**config.mk**
```make
export PLATFORM = sky130hd
export DESIGN_NAME = pm_event_router
export DESIGN_NICKNAME = d
export VERILOG_FILES = /design/src/rtl/pmr_pkg.sv /design/src/rtl/pmr_regs.sv /design/src/rtl/pmr_status.sv /design/src/rtl/pmr_smi_ctl.sv /design/src/rtl/pm_event_router.sv
export SDC_FILE = /design/constraint.sdc
export NUM_CORES = 1
export LEC_CHECK = 0
export BUFFER_PORTS_ARGS = -buffer_cell sky130_fd_sc_hd__buf_2
export CAP_MARGIN = 20
export CORE_MARGIN = 4
export CORE_UTILIZATION = 43
export DETAILED_ROUTE_END_ITERATION = 16
export PLACE_DENSITY = 0.74
export SLEW_MARGIN = 5
export SYNTH_ARGS = -nofsm -noshare
export SYNTH_HDL_FRONTEND = slang
export SYNTH_HIERARCHICAL = 1
export SYNTH_SLANG_ARGS = --single-unit
```
**constraint.sdc**
```tcl
create_clock -name clk -period 1.8 [get_ports clk]
set_input_delay 0.18 -clock clk [delete_from_list [all_inputs] [get_ports clk]]
set_output_delay 0.18 -clock clk [all_outputs]
set_load 0.05 [all_outputs]
```
**src/rtl/pmr_pkg.sv**
```systemverilog
package pmr_pkg;
  localparam int REG_CTRL = 0;
  localparam int REG_EN   = 1;
  localparam int REG_STS  = 2;

  localparam int CTL_SEL  = 0;
  localparam int CTL_GSMI = 1;
  localparam int CTL_EOS  = 2;
  localparam int CTL_APIC = 3;
  localparam int CTL_CODE = 4;

  localparam int EN_BAT    = 0;
  localparam int EN_SLP    = 1;
  localparam int EN_SMB    = 2;
  localparam int EN_NOTIFY = 3;
  localparam int EN_EC     = 4;

  localparam int ST_BAT = 0;
  localparam int ST_SLP = 1;
  localparam int ST_SMB = 2;
  localparam int ST_EC  = 3;

  localparam int TRAP_LSB = 8;

  // accept a new line code only if it is legal under the new mode bit
  function automatic logic [2:0] next_line_code(input logic [2:0] old_code,
                                                input logic [2:0] new_code,
                                                input logic       mode);
    if (new_code <= 3'd2 || (mode && new_code <= 3'd6))
      return new_code;
    else if (old_code <= 3'd2 || mode)
      return old_code;
    else
      return 3'd0;
  endfunction

  function automatic logic [4:0] line_number(input logic [2:0] code);
    case (code)
      3'd0: return 5'd9;
      3'd1: return 5'd10;
      3'd2: return 5'd11;
      3'd3: return 5'd20;
      3'd4: return 5'd21;
      3'd5: return 5'd22;
      3'd6: return 5'd23;
      default: return 5'd9;
    endcase
  endfunction
endpackage

```
**src/rtl/pmr_regs.sv**
```systemverilog
module pmr_regs
  import pmr_pkg::*;
#(
  parameter int DATA_W    = 16,
  parameter int ADDR_W    = 2,
  parameter int NUM_TRAPS = 4
) (
  input  logic                 clk,
  input  logic                 rst,
  input  logic                 wr_en,
  input  logic [ADDR_W-1:0]    addr,
  input  logic [DATA_W-1:0]    wdata,
  output logic                 sci_sel,
  output logic                 gsmi_en,
  output logic                 apic_mode,
  output logic [2:0]           line_code,
  output logic [4:0]           sci_line,
  output logic [4:0]           cause_en,
  output logic [NUM_TRAPS-1:0] trap_en,
  output logic                 eos_wr,
  output logic                 sts_wr
);
  logic ctrl_wr, en_wr;

  assign ctrl_wr = wr_en && (addr == ADDR_W'(REG_CTRL));
  assign en_wr   = wr_en && (addr == ADDR_W'(REG_EN));
  assign sts_wr  = wr_en && (addr == ADDR_W'(REG_STS));
  assign eos_wr  = ctrl_wr && wdata[CTL_EOS];

  always_ff @(posedge clk) begin
    if (rst) begin
      sci_sel   <= 1'b0;
      gsmi_en   <= 1'b0;
      apic_mode <= 1'b0;
      line_code <= 3'd0;
      sci_line  <= 5'd9;
      cause_en  <= '0;
      trap_en   <= '0;
    end else begin
      sci_line <= line_number(line_code);
      if (ctrl_wr) begin
        sci_sel   <= wdata[CTL_SEL];
        gsmi_en   <= wdata[CTL_GSMI];
        apic_mode <= wdata[CTL_APIC];
        line_code <= next_line_code(line_code, wdata[CTL_CODE +: 3],
                                    wdata[CTL_APIC]);
      end
      if (en_wr) begin
        cause_en <= wdata[4:0];
        trap_en  <= wdata[TRAP_LSB +: NUM_TRAPS];
      end
    end
  end

  // high line codes never stand without the mode bit
  assert_line_legal_R10: assert property (@(posedge clk) disable iff (rst)
    (line_code > 3'd2) |-> apic_mode);
  assert_line_valid_R10: assert property (@(posedge clk) disable iff (rst)
    line_code != 3'd7);
endmodule

```
**src/rtl/pmr_status.sv**
```systemverilog
module pmr_status
  import pmr_pkg::*;
#(
  parameter int NUM_TRAPS = 4
) (
  input  logic                 clk,
  input  logic                 rst,
  input  logic                 batlow_evt,
  input  logic                 slp_wr_evt,
  input  logic [NUM_TRAPS-1:0] trap_evt,
  input  logic                 smb_slave_evt,
  input  logic                 smb_alert_evt,
  input  logic                 smb_notify_evt,
  input  logic                 ec_port_evt,
  input  logic                 notify_en,
  input  logic                 sts_wr,
  input  logic [3:0]           clr_main,
  input  logic [NUM_TRAPS-1:0] clr_trap,
  output logic [3:0]           sts_main,
  output logic [NUM_TRAPS-1:0] trap_sts
);
  logic [3:0] set_main;

  assign set_main[ST_BAT] = batlow_evt;
  assign set_main[ST_SLP] = slp_wr_evt;
  assign set_main[ST_SMB] = smb_slave_evt | smb_alert_evt |
                            (smb_notify_evt & notify_en);
  assign set_main[ST_EC]  = ec_port_evt;

  for (genvar i = 0; i < 4; i++) begin : g_main
    always_ff @(posedge clk) begin
      if (rst) sts_main[i] <= 1'b0;
      else     sts_main[i] <= set_main[i] |
                              (sts_main[i] & ~(sts_wr & clr_main[i]));
    end
    // a set flag survives unless cleared
    assert_main_sticky_R4: assert property (@(posedge clk) disable iff (rst)
      (sts_main[i] && !(sts_wr && clr_main[i])) |=> sts_main[i]);
  end

  for (genvar t = 0; t < NUM_TRAPS; t++) begin : g_trap
    always_ff @(posedge clk) begin
      if (rst) trap_sts[t] <= 1'b0;
      else     trap_sts[t] <= trap_evt[t] |
                              (trap_sts[t] & ~(sts_wr & clr_trap[t]));
    end
    // an event pulse beats a same-cycle clear
    assert_trap_event_wins_R4: assert property (@(posedge clk) disable iff (rst)
      trap_evt[t] |=> trap_sts[t]);
  end

  assert_batlow_set_R4: assert property (@(posedge clk) disable iff (rst)
    batlow_evt |=> sts_main[ST_BAT]);
endmodule

```
**src/rtl/pmr_smi_ctl.sv**
```systemverilog
module pmr_smi_ctl (
  input  logic clk,
  input  logic rst,
  input  logic smi_req,
  input  logic sci_req,
  input  logic eos_wr,
  output logic smi_n,
  output logic sci,
  output logic eos
);
  always_ff @(posedge clk) begin
    if (rst) begin
      smi_n <= 1'b1;
      sci   <= 1'b0;
      eos   <= 1'b1;
    end else begin
      sci <= sci_req;
      if (smi_n && eos && smi_req) begin
        smi_n <= 1'b0;
        eos   <= 1'b0;
      end else if (eos_wr) begin
        smi_n <= 1'b1;
        eos   <= 1'b1;
      end
    end
  end

  // assertion consumes the end-of-SMI flag
  assert_eos_consumed_R6: assert property (@(posedge clk) disable iff (rst)
    $fell(smi_n) |-> !eos);
  // SMI# holds low until end-of-SMI is written
  assert_smi_hold_R6: assert property (@(posedge clk) disable iff (rst)
    (!smi_n && !eos_wr) |=> !smi_n);
  assert_smi_needs_req_R3: assert property (@(posedge clk) disable iff (rst)
    $fell(smi_n) |-> $past(smi_req));
endmodule

```
**src/rtl/pm_event_router.sv**
```systemverilog
module pm_event_router
  import pmr_pkg::*;
#(
  parameter int DATA_W    = 16,
  parameter int ADDR_W    = 2,
  parameter int NUM_TRAPS = 4
) (
  input  logic                 clk,
  input  logic                 rst,
  input  logic                 wr_en,
  input  logic [ADDR_W-1:0]    addr,
  input  logic [DATA_W-1:0]    wdata,
  output logic [DATA_W-1:0]    rdata,
  input  logic                 batlow_evt,
  input  logic                 slp_wr_evt,
  input  logic [NUM_TRAPS-1:0] trap_evt,
  input  logic                 smb_slave_evt,
  input  logic                 smb_alert_evt,
  input  logic                 smb_notify_evt,
  input  logic                 ec_port_evt,
  output logic                 smi_n,
  output logic                 sci,
  output logic [4:0]           sci_line
);
  localparam int TRAP_MSB = TRAP_LSB + NUM_TRAPS - 1;

  logic                 sci_sel, gsmi_en, apic_mode, eos, eos_wr, sts_wr;
  logic [2:0]           line_code;
  logic [4:0]           cause_en;
  logic [NUM_TRAPS-1:0] trap_en, trap_sts;
  logic [3:0]           sts_main;
  logic                 shared_pend, smi_only_pend, smi_req, sci_req;
  logic [DATA_W-1:0]    rd_next;

  pmr_regs #(.DATA_W(DATA_W), .ADDR_W(ADDR_W), .NUM_TRAPS(NUM_TRAPS)) u_regs (
    .clk(clk), .rst(rst), .wr_en(wr_en), .addr(addr), .wdata(wdata),
    .sci_sel(sci_sel), .gsmi_en(gsmi_en), .apic_mode(apic_mode),
    .line_code(line_code), .sci_line(sci_line), .cause_en(cause_en),
    .trap_en(trap_en), .eos_wr(eos_wr), .sts_wr(sts_wr)
  );

  pmr_status #(.NUM_TRAPS(NUM_TRAPS)) u_status (
    .clk(clk), .rst(rst), .batlow_evt(batlow_evt), .slp_wr_evt(slp_wr_evt),
    .trap_evt(trap_evt), .smb_slave_evt(smb_slave_evt),
    .smb_alert_evt(smb_alert_evt), .smb_notify_evt(smb_notify_evt),
    .ec_port_evt(ec_port_evt), .notify_en(cause_en[EN_NOTIFY]),
    .sts_wr(sts_wr), .clr_main(wdata[3:0]),
    .clr_trap(wdata[TRAP_MSB:TRAP_LSB]),
    .sts_main(sts_main), .trap_sts(trap_sts)
  );

  assign shared_pend   = (sts_main[ST_SMB] & cause_en[EN_SMB]) |
                         (sts_main[ST_EC]  & cause_en[EN_EC]);
  assign smi_only_pend = (sts_main[ST_BAT] & cause_en[EN_BAT]) |
                         (sts_main[ST_SLP] & cause_en[EN_SLP]) |
                         (|(trap_sts & trap_en));
  assign smi_req = !sci_sel && gsmi_en && (shared_pend || smi_only_pend);
  assign sci_req = sci_sel && shared_pend;

  pmr_smi_ctl u_smi (
    .clk(clk), .rst(rst), .smi_req(smi_req), .sci_req(sci_req),
    .eos_wr(eos_wr), .smi_n(smi_n), .sci(sci), .eos(eos)
  );

  always_comb begin
    rd_next = '0;
    case (addr)
      ADDR_W'(REG_CTRL): begin
        rd_next[CTL_SEL]       = sci_sel;
        rd_next[CTL_GSMI]      = gsmi_en;
        rd_next[CTL_EOS]       = eos;
        rd_next[CTL_APIC]      = apic_mode;
        rd_next[CTL_CODE +: 3] = line_code;
      end
      ADDR_W'(REG_EN): begin
        rd_next[4:0]                  = cause_en;
        rd_next[TRAP_MSB:TRAP_LSB]    = trap_en;
      end
      ADDR_W'(REG_STS): begin
        rd_next[3:0]                  = sts_main;
        rd_next[TRAP_MSB:TRAP_LSB]    = trap_sts;
      end
      default: rd_next = '0;
    endcase
  end

  always_ff @(posedge clk) begin
    if (rst) rdata <= '0;
    else     rdata <= rd_next;
  end

  // SMI only fires with select 0 and global enable 1
  assert_smi_gated_R3: assert property (@(posedge clk) disable iff (rst)
    $fell(smi_n) |-> $past(gsmi_en && !sci_sel));
  // SCI only with select 1
  assert_sci_sel_R2: assert property (@(posedge clk) disable iff (rst)
    sci |-> $past(sci_sel));
  // SMI-only causes alone never produce SCI
  assert_sci_shared_only_R5: assert property (@(posedge clk) disable iff (rst)
    !shared_pend |=> !sci);
  // the two interrupt outputs never run together
  assert_exclusive_R3: assert property (@(posedge clk) disable iff (rst)
    (sci && $fell(smi_n)) == 1'b0);
endmodule

```
==> qor.yml, run 1 <==
synth:
  yosys.area_share.simple: 0.137
  syn_area_mm2: 0.00173
  synth_flop_cell: "dfxtp_1"
  ys_types: 37
  syn_avg_cell_area_um2: 10.3
  synth_top_area_share: 0.463
  synthCells: 168
  synth_top_family_by_area: "compound AO/OA/AOI/OAI gates"
  synth_area_leaders: "dfxtp_1, mux2i_1, ha_1"
  synth_fa_ha_area_frac: 0.0637
  synth_top_cell_by_area: "dfxtp_1"
  synth_edf_count: 0
  ys_seq_area_frac: 0.463
  ys_seq_elements: 40
  synthArstFlopShare: 0
  synth_compound_area_frac: 0.199
  synth_xor_area_frac: 0
  yosys_warnings: 6
  synth.area.mux_share: 0.0695
critical_path:
  worstSetupPathType: "reg -> reg"
  worstPathArrival_ns: 1.72
  crit_required_ns: 1.98
  startpoint_type: "register"
  crit_path_end_kind: "register"
  path_max_fanout: 5
sta:
  slew_viol_final: 0
  fmax_ghz: 0.648
  fin_crit_ns: 1.54
  period_share: 0.857
  setup_ws_ns: 0.257
  finClkSkew_ns: 0.00380
  finalSetupViolCount: 0
  setup_tns_ns: 0
  hold_violations: 0
  rsz0062_at_grt: "false"
pwr:
  comb_power_share: 0.128
  internal_power_mw: 1.32
  vdd_drop_max_mv: 0.586
  sw_frac_of_total: 0.250
  p_seq_frac: 0.536
  clkPwrFrac: 0.336
  p_leak_nw: 0.980
  p_total_mw: 1.75
  p_switching_uw: 438
  powerDensity_mw_per_mm2: 858
clocking:
  cts_tree: "yes"
  clkTransAtPathRegs_ns: 0.07
  clockBufferDepth: 2
  numCtsBuffers: 5
  cts_setup_buffers: 0
  clock_sinks: 40
  cts-root-buf: "clkbuf_8"
  htreeDepth: 2
  cts-resized-gates: 0
  worstSkewPairLatency_ns: 0.28
  postCtsHoldBufs: 0
route:
  ant_nets: 0
  drc: 0
  viasPerCell: 5.22
  wire_per_inst_um: 13.3
  vias: 1368
  dr.pass1.iters: 4
  drt_iter0_markers: 118
  totalWireLength_um: 3480
grt:
  antenna_found_initial: 0
  overflow: 0
  grt_pass1_vias: 1292
  track_usage: 0.143
  grt_max_degree: 24
  grt_pass1_wl_um: 5750
finish:
  antenna_cells: 0
  multi_input_area_um2: 830
  n_fill_cell: 357
  nets: 252
  seqCellArea_um2: 801
  utilization: 0.542
  layout-drive-gt1-share: 0.262
  mostFrequentLayoutCells: "buf_2, dfxtp_1, nor2_1"
  area_delta_synth_final_pct: 18.2
  stdcell_count: 262
  final_common_cell: "buf_2"
die:
  io_pins: 54
  die_area_mm2: 0.00510
  die_w_um: 71.4
  die_h_um: 71.4
  core_area_mm2: 0.00377
  start_util: 0.459
  rows: 22
place:
  dp_hpwl_um: 2560
  dpl_worst_slack_ns: 0.278
  placed_cells: 254
  finalWeightedCongestion: 0.743
  port_buffers: 43
worst_hold_path:
  min_path_type: "in -> reg"
outcome:
  status: "completed"
job:
  drv_cap: 0
-- kinds of logic (layout without fill, tap and decap cells) --
kind of cell	Yosys count	count (layout)
flip-flops	40	40
adder cells (fa/ha/maj)	9	9
other	1	5
AO/OA/AOI/OAI	42	42
AND/OR/NAND/NOR	45	45
buffers and inverters	19	61
multiplexers	12	12
-- path summary, 6_finish.rpt --
check	cells after the start	to	slack, ns	from
max reg2reg	6	u_regs/line_code[1]	0.26	u_regs/line_code[0]
min	2	u_status/trap_sts[0]	0.11	trap_evt[0]
min reg2reg	2	u_smi/eos	0.52	u_smi/eos
max	6	u_regs/line_code[1]	0.26	u_regs/line_code[0]
-- metal layers --
| layer | vias to the layer above | routed length [um] | GRT usage | part of all wire |
|---|---|---|---|---|
| met1 | 635 | 1540 | 0.178 | 0.44 |
| met5 | - | 0 | 0 | 0 |
| li1 | 676 | - | - | - |
| met2 | 49 | 1590 | 0.223 | 0.46 |
| met4 | 0 | 82 | 0.0772 | 0.024 |
| met3 | 8 | 273 | 0.0365 | 0.078 |
-- state kept, by name, indices dropped and copies added, names as in the netlist --
name               count
u_status/trap_sts      4
u_regs/trap_en         4
u_regs/apic_mode       1
u_regs/sci_line        4
u_regs/sci_sel         1
u_status/sts_main      4
rdata                 11
u_smi/eos              1
u_regs/line_code       3
u_smi/sci              1
u_regs/gsmi_en         1
u_regs/cause_en        5
-- layout make-up --
type,instances,area share
clock buffer,8,0.0441
inverter,7,0.0129
tap,48,0.0294
timing repair buffer,46,0.116
sequential,40,0.392
multi-input combinational,113,0.406
-- Yosys cell counts (4+ instances only) --
library cell,instances
dfxtp_1,40
nor2_1,21
mux2i_1,12
a22oi_1,9
ha_1,8
a21boi_1,7
buf_4,7
inv_1,7
o21ba_1,7
nor3_1,5
a222oi_1,4
nand2_1,4
nor2b_1,4
-- power groups by stage --
stage	combinational, mW	clock, mW	sequential [mW]
2_1_floorplan	0.137	0	0.981
3_3_place_gp	0.222	0	0.958
3_5_place_dp	0.224	0	0.959
4_1_cts	0.226	0.607	0.939
5_1_grt	0.246	0.655	0.943
6_report	0.225	0.589	0.939
-- metrics by stage --
stage	instance area [um^2]	hold WS [ns]
2_1_floorplan	1740	0.249
3_3_place_gp	1950	0.399
3_5_place_dp	1950	0.403
4_1_cts	2040	0.106
5_1_grt	2040	0.111
6_report	2040	0.110
-- critical path, cell delays in order, from the launching register on --
cell     delay [ns]
dfxtp_1        0.40
inv_1          0.09
ha_1           0.25
nor2b_1        0.17
o31ai_1        0.08
a21o_1         0.20
a32o_1         0.25
(Power assumes the default switching activity.)
==> run 2: changes to the inputs <==
- ABC_AREA: unset -> 1
==> qor.yml, run 2 <==
outcome:
  status: "completed"
grt:
  grt_pass1_vias: 1444
  track_usage: 0.156
  overflow: 0
  antenna_found_initial: 0
  grt_pass1_wl_um: 6330
  grt_max_degree: 19
sta:
  period_share: 0.760
  slew_viol_final: 0
  hold_violations: 0
  rsz0062_at_grt: "false"
  setup_tns_ns: 0
  fin_crit_ns: 1.37
  finalSetupViolCount: 0
  fmax_ghz: 0.731
  finClkSkew_ns: 0.00368
synth:
  syn_area_mm2: 0.00180
  ys_seq_elements: 40
  ys_seq_area_frac: 0.444
  yosys_warnings: 6
  synth_edf_count: 0
  synth_top_cell_by_area: "dfxtp_1"
  netlist_top_cells_count: "nand2_1, dfxtp_1, nor2_1"
  synthArstFlopShare: 0
  ys_types: 23
  synth_area_leaders: "dfxtp_1, nand2_1, nor2_1"
  synthCells: 246
  syn_avg_cell_area_um2: 7.32
  synth_flop_cell: "dfxtp_1"
  yosysMostFrequentCell: "nand2_1"
  synth_top_area_share: 0.444
clocking:
  cts_setup_buffers: 0
  numCtsBuffers: 5
  cts_tree: "yes"
  worstSkewPairLatency_ns: 0.29
  clockBufferDepth: 2
  postCtsHoldBufs: 0
  clkTransAtPathRegs_ns: 0.07
  cts-resized-gates: 0
  cts-root-buf: "clkbuf_8"
  htreeDepth: 2
  clock_sinks: 40
critical_path:
  crit_required_ns: 1.99
  crit_path_end_kind: "register"
  path_max_fanout: 5
  startpoint_type: "register"
  worstPathArrival_ns: 1.56
  worstSetupPathType: "reg -> reg"
die:
  rows: 23
  start_util: 0.447
  die_h_um: 72.7
  core_area_mm2: 0.00403
  die_area_mm2: 0.00529
  io_pins: 54
  die_w_um: 72.7
pwr:
  vdd_drop_max_mv: 0.343
  p_total_mw: 1.73
  p_leak_nw: 1.03
  clkPwrFrac: 0.307
  powerDensity_mw_per_mm2: 828
  sw_frac_of_total: 0.277
  p_switching_uw: 479
  comb_power_share: 0.144
  p_seq_frac: 0.550
  internal_power_mw: 1.25
place:
  placed_area_mm2: 0.00202
  port_buffers: 43
  finalWeightedCongestion: 0.830
  dp_hpwl_um: 2830
route:
  totalWireLength_um: 3880
  vias: 1603
  dr.pass1.iters: 4
  drc: 0
  wire_per_inst_um: 11.5
  drt_iter0_markers: 96
  viasPerCell: 4.76
  ant_nets: 0
finish:
  n_fill_cell: 397
  final_common_cell: "nand2_1"
  mostFrequentLayoutCells: "nand2_1, buf_2, dfxtp_1"
  design_area_mm2: 0.00209
  utilization: 0.518
  area_delta_synth_final_pct: 15.9
  nets: 328
  largest_register: "rdata"
  layout-drive-gt1-share: 0.220
  top_regs: "rdata x11, u_regs/cause_en x5"
  antenna_cells: 0
  largest_register_ffs: 11
job:
  drv_cap: 0
worst_hold_path:
  min_path_type: "in -> reg"
-- run 2: final cells by class --
| cell class | count | area [um^2] | area share |
|---|---|---|---|
| flip-flops and latches | 40 | 801 | 0.383 |
| repair buffers | 45 | 230 | 0.110 |
| inverters | 28 | 105 | 0.0503 |
| clock buffers | 5 | 68.8 | 0.0330 |
| well taps | 50 | 62.6 | 0.0300 |
| multi-input cells | 169 | 821 | 0.393 |
-- run 2: power groups by stage --
stage / Combinational (mW) / Sequential [mW] / Clock, mW
4_1_cts: 0.249 / 0.949 / 0.540
5_1_grt: 0.275 / 0.955 / 0.579
3_5_place_dp: 0.247 / 0.969 / 0
6_report: 0.248 / 0.950 / 0.530
3_3_place_gp: 0.244 / 0.968 / 0
2_1_floorplan: 0.151 / 0.997 / 0
-- run 2: cell families after synthesis --
group	share of synthesized area
AND/OR/NAND/NOR	0.280
flip-flops	0.444
other	0.00208
AO/OA/AOI/OAI	0.110
buffers and inverters	0.108
adder cells (fa/ha/maj)	0.0556
-- run 2: path summary, 6_finish.rpt --
path	start	to	slack, ns	depth (start not counted)
max	u_regs/line_code[0]	u_regs/line_code[2]	0.43	8
min	ec_port_evt	u_status/sts_main[3]	0.09	3
max reg2reg	u_regs/line_code[0]	u_regs/line_code[2]	0.43	8
min reg2reg	u_regs/line_code[2]	rdata[6]	0.46	2
-- run 2: routing by layer --
layer,share of wire,global-route usage,vias to the layer above
li1,-,-,835
met5,0,0,-
met4,0.019,0.0697,0
met1,0.44,0.203,710
met3,0.072,0.0455,7
met2,0.47,0.239,51
-- run 2: through the flow --
step / hold slack, ns / instances / setup WS (ns)
after detailed placement: 0.391 / 332 / 0.448
final: 0.0921 / 337 / 0.432
after floorplan: 0.249 / 250 / 0.572
after global placement: 0.383 / 332 / 0.481
after CTS: 0.0925 / 337 / 0.430
after global routing: 0.111 / 337 / 0.309
-- run 2: worst max-delay path: stages, from the launching register on --
cell	delay [ns]
dfxtp_1	0.41
inv_1	0.09
ha_1	0.22
inv_1	0.09
nand2_1	0.05
nand2_1	0.10
nand3_4	0.09
a21oi_1	0.16
nor2_1	0.05
==> run 3: changes to the inputs <==
- clock period: 1.8 -> 1.3 ns (I/O delays scaled with it)
==> qor.yml, run 3 (synthesis results as in run 2) <==
outcome:
  status: "completed"
job:
  drv_cap: 0
clocking:
  clockBufferDepth: 2
  htreeDepth: 2
  cts_tree: "yes"
  worstSkewPairLatency_ns: 0.29
  clock_sinks: 40
  cts_setup_buffers: 0
  cts-root-buf: "clkbuf_8"
  clkTransAtPathRegs_ns: 0.08
  numCtsBuffers: 5
grt:
  overflow: 0
  track_usage: 0.162
  antenna_found_initial: 0
  grt_pass1_vias: 1505
  grt_max_degree: 15
  grt_pass1_wl_um: 6530
critical_path:
  rrSetupSlack_ns: 0.13
  path_cells: "inv_1, ha_2, inv_1, nand2_1, nand2_2, nand3_4, nand3_2, nand2_1, nor2_1"
  crit_path_end_kind: "register"
  path_max_fanout: 4
  cpPeakStageDelay_ns: 0.32
  worstPathArrival_ns: 1.40
  startpoint_type: "register"
  crit_required_ns: 1.53
  worstSetupPathType: "reg -> reg"
  critical-path-slowest-cell: "dfxtp_2"
finish:
  area_delta_synth_final_pct: 18.9
  largest_register_ffs: 11
  final_common_cell: "nand2_1"
  mostFrequentLayoutCells: "nand2_1, buf_2, nor2_1, dfxtp_1, inv_1"
  antenna_cells: 0
  layout-drive-gt1-share: 0.253
  top_regs: "rdata x11, u_regs/cause_en x5"
  largest_register: "rdata"
  utilization: 0.532
  n_fill_cell: 421
  nets: 332
sta:
  rsz0062_at_grt: "false"
  finalSetupViolCount: 0
  period_share: 0.901
  finClkSkew_ns: 0.00671
  finalHoldWorstSlack_ns: 0.0394
  slew_viol_final: 0
  fmax_ghz: 0.854
  fin_crit_ns: 1.17
  setup_tns_ns: 0
  hold_violations: 0
die:
  rows: 23
  die_w_um: 72.7
  io_pins: 54
  start_util: 0.447
  core_area_mm2: 0.00403
  die_area_mm2: 0.00529
  die_h_um: 72.7
place:
  finalWeightedCongestion: 0.850
  dp_hpwl_um: 2940
  port_buffers: 43
route:
  ant_nets: 0
  totalWireLength_um: 3930
  drt_iter0_markers: 77
  vias: 1615
  drc: 0
  dr.pass1.iters: 4
  wire_per_inst_um: 11.5
  viasPerCell: 4.71
worst_hold_path:
  min_path_type: "in -> reg"
pwr:
  powerDensity_mw_per_mm2: 1140
  vdd_drop_max_mv: 0.604
  p_leak_nw: 1.05
## run 3: per-layer routing
layer / vias to the layer above / wire [um] / global-route usage
met4: 0 / 63 / 0.0861
met5: - / 0 / 0
met2: 49 / 1810 / 0.261
met1: 715 / 1800 / 0.196
met3: 6 / 262 / 0.0441
li1: 845 / - / -
## run 3: where the power goes
group	switching (mW)	internal, mW
Sequential	0.0338	1.28
Combinational	0.243	0.112
Clock	0.418	0.363
Total	0.694	1.75
## run 3: area by class of cell
| type | instances | area, um^2 | area share |
|---|---|---|---|
| clock inverters | 2 | 12.5 | 0.00584 |
| multi-input cells | 169 | 830 | 0.387 |
| well taps | 50 | 62.6 | 0.0292 |
| flip-flops and latches | 40 | 803 | 0.375 |
| repair buffers | 49 | 260 | 0.121 |
| clock buffers | 5 | 68.8 | 0.0321 |
| inverters | 28 | 105 | 0.0491 |
## run 3: timing repair
action                     CTS  global route
gates resized for setup      0             5
hold endpoints to repair     0             0
setup endpoints to repair    0             3
hold buffers                 0             0
## run 3: per-stage QoR
step / worst slack, ns / total power [mW] / cell area, um^2 / instances
after floorplan: 0.0721 / 1.59 / 1820 / 250
after global placement: 0.0987 / 1.69 / 2050 / 336
after detailed placement: 0.0672 / 1.69 / 2050 / 336
after CTS: 0.0514 / 2.48 / 2130 / 343
after global routing: 0.00430 / 2.57 / 2140 / 343
final: 0.129 / 2.45 / 2140 / 343
## run 3: path summary, 6_finish.rpt
check	cells after the start	start	to
setup reg to reg	9	u_regs/line_code[0]	u_regs/line_code[2]
hold / removal	3	batlow_evt	u_status/sts_main[0]
hold reg to reg	2	u_regs/line_code[2]	rdata[6]
setup / recovery	9	u_regs/line_code[0]	u_regs/line_code[2]
## run 3: critical path, delay by kind of cell, from the launching register on
kind                       cells  cell delay (ns)
DFF                            1             0.32
and+or+nand+nor                6             0.45
adders and majority gates      1             0.20
buffers and inverters          2             0.13
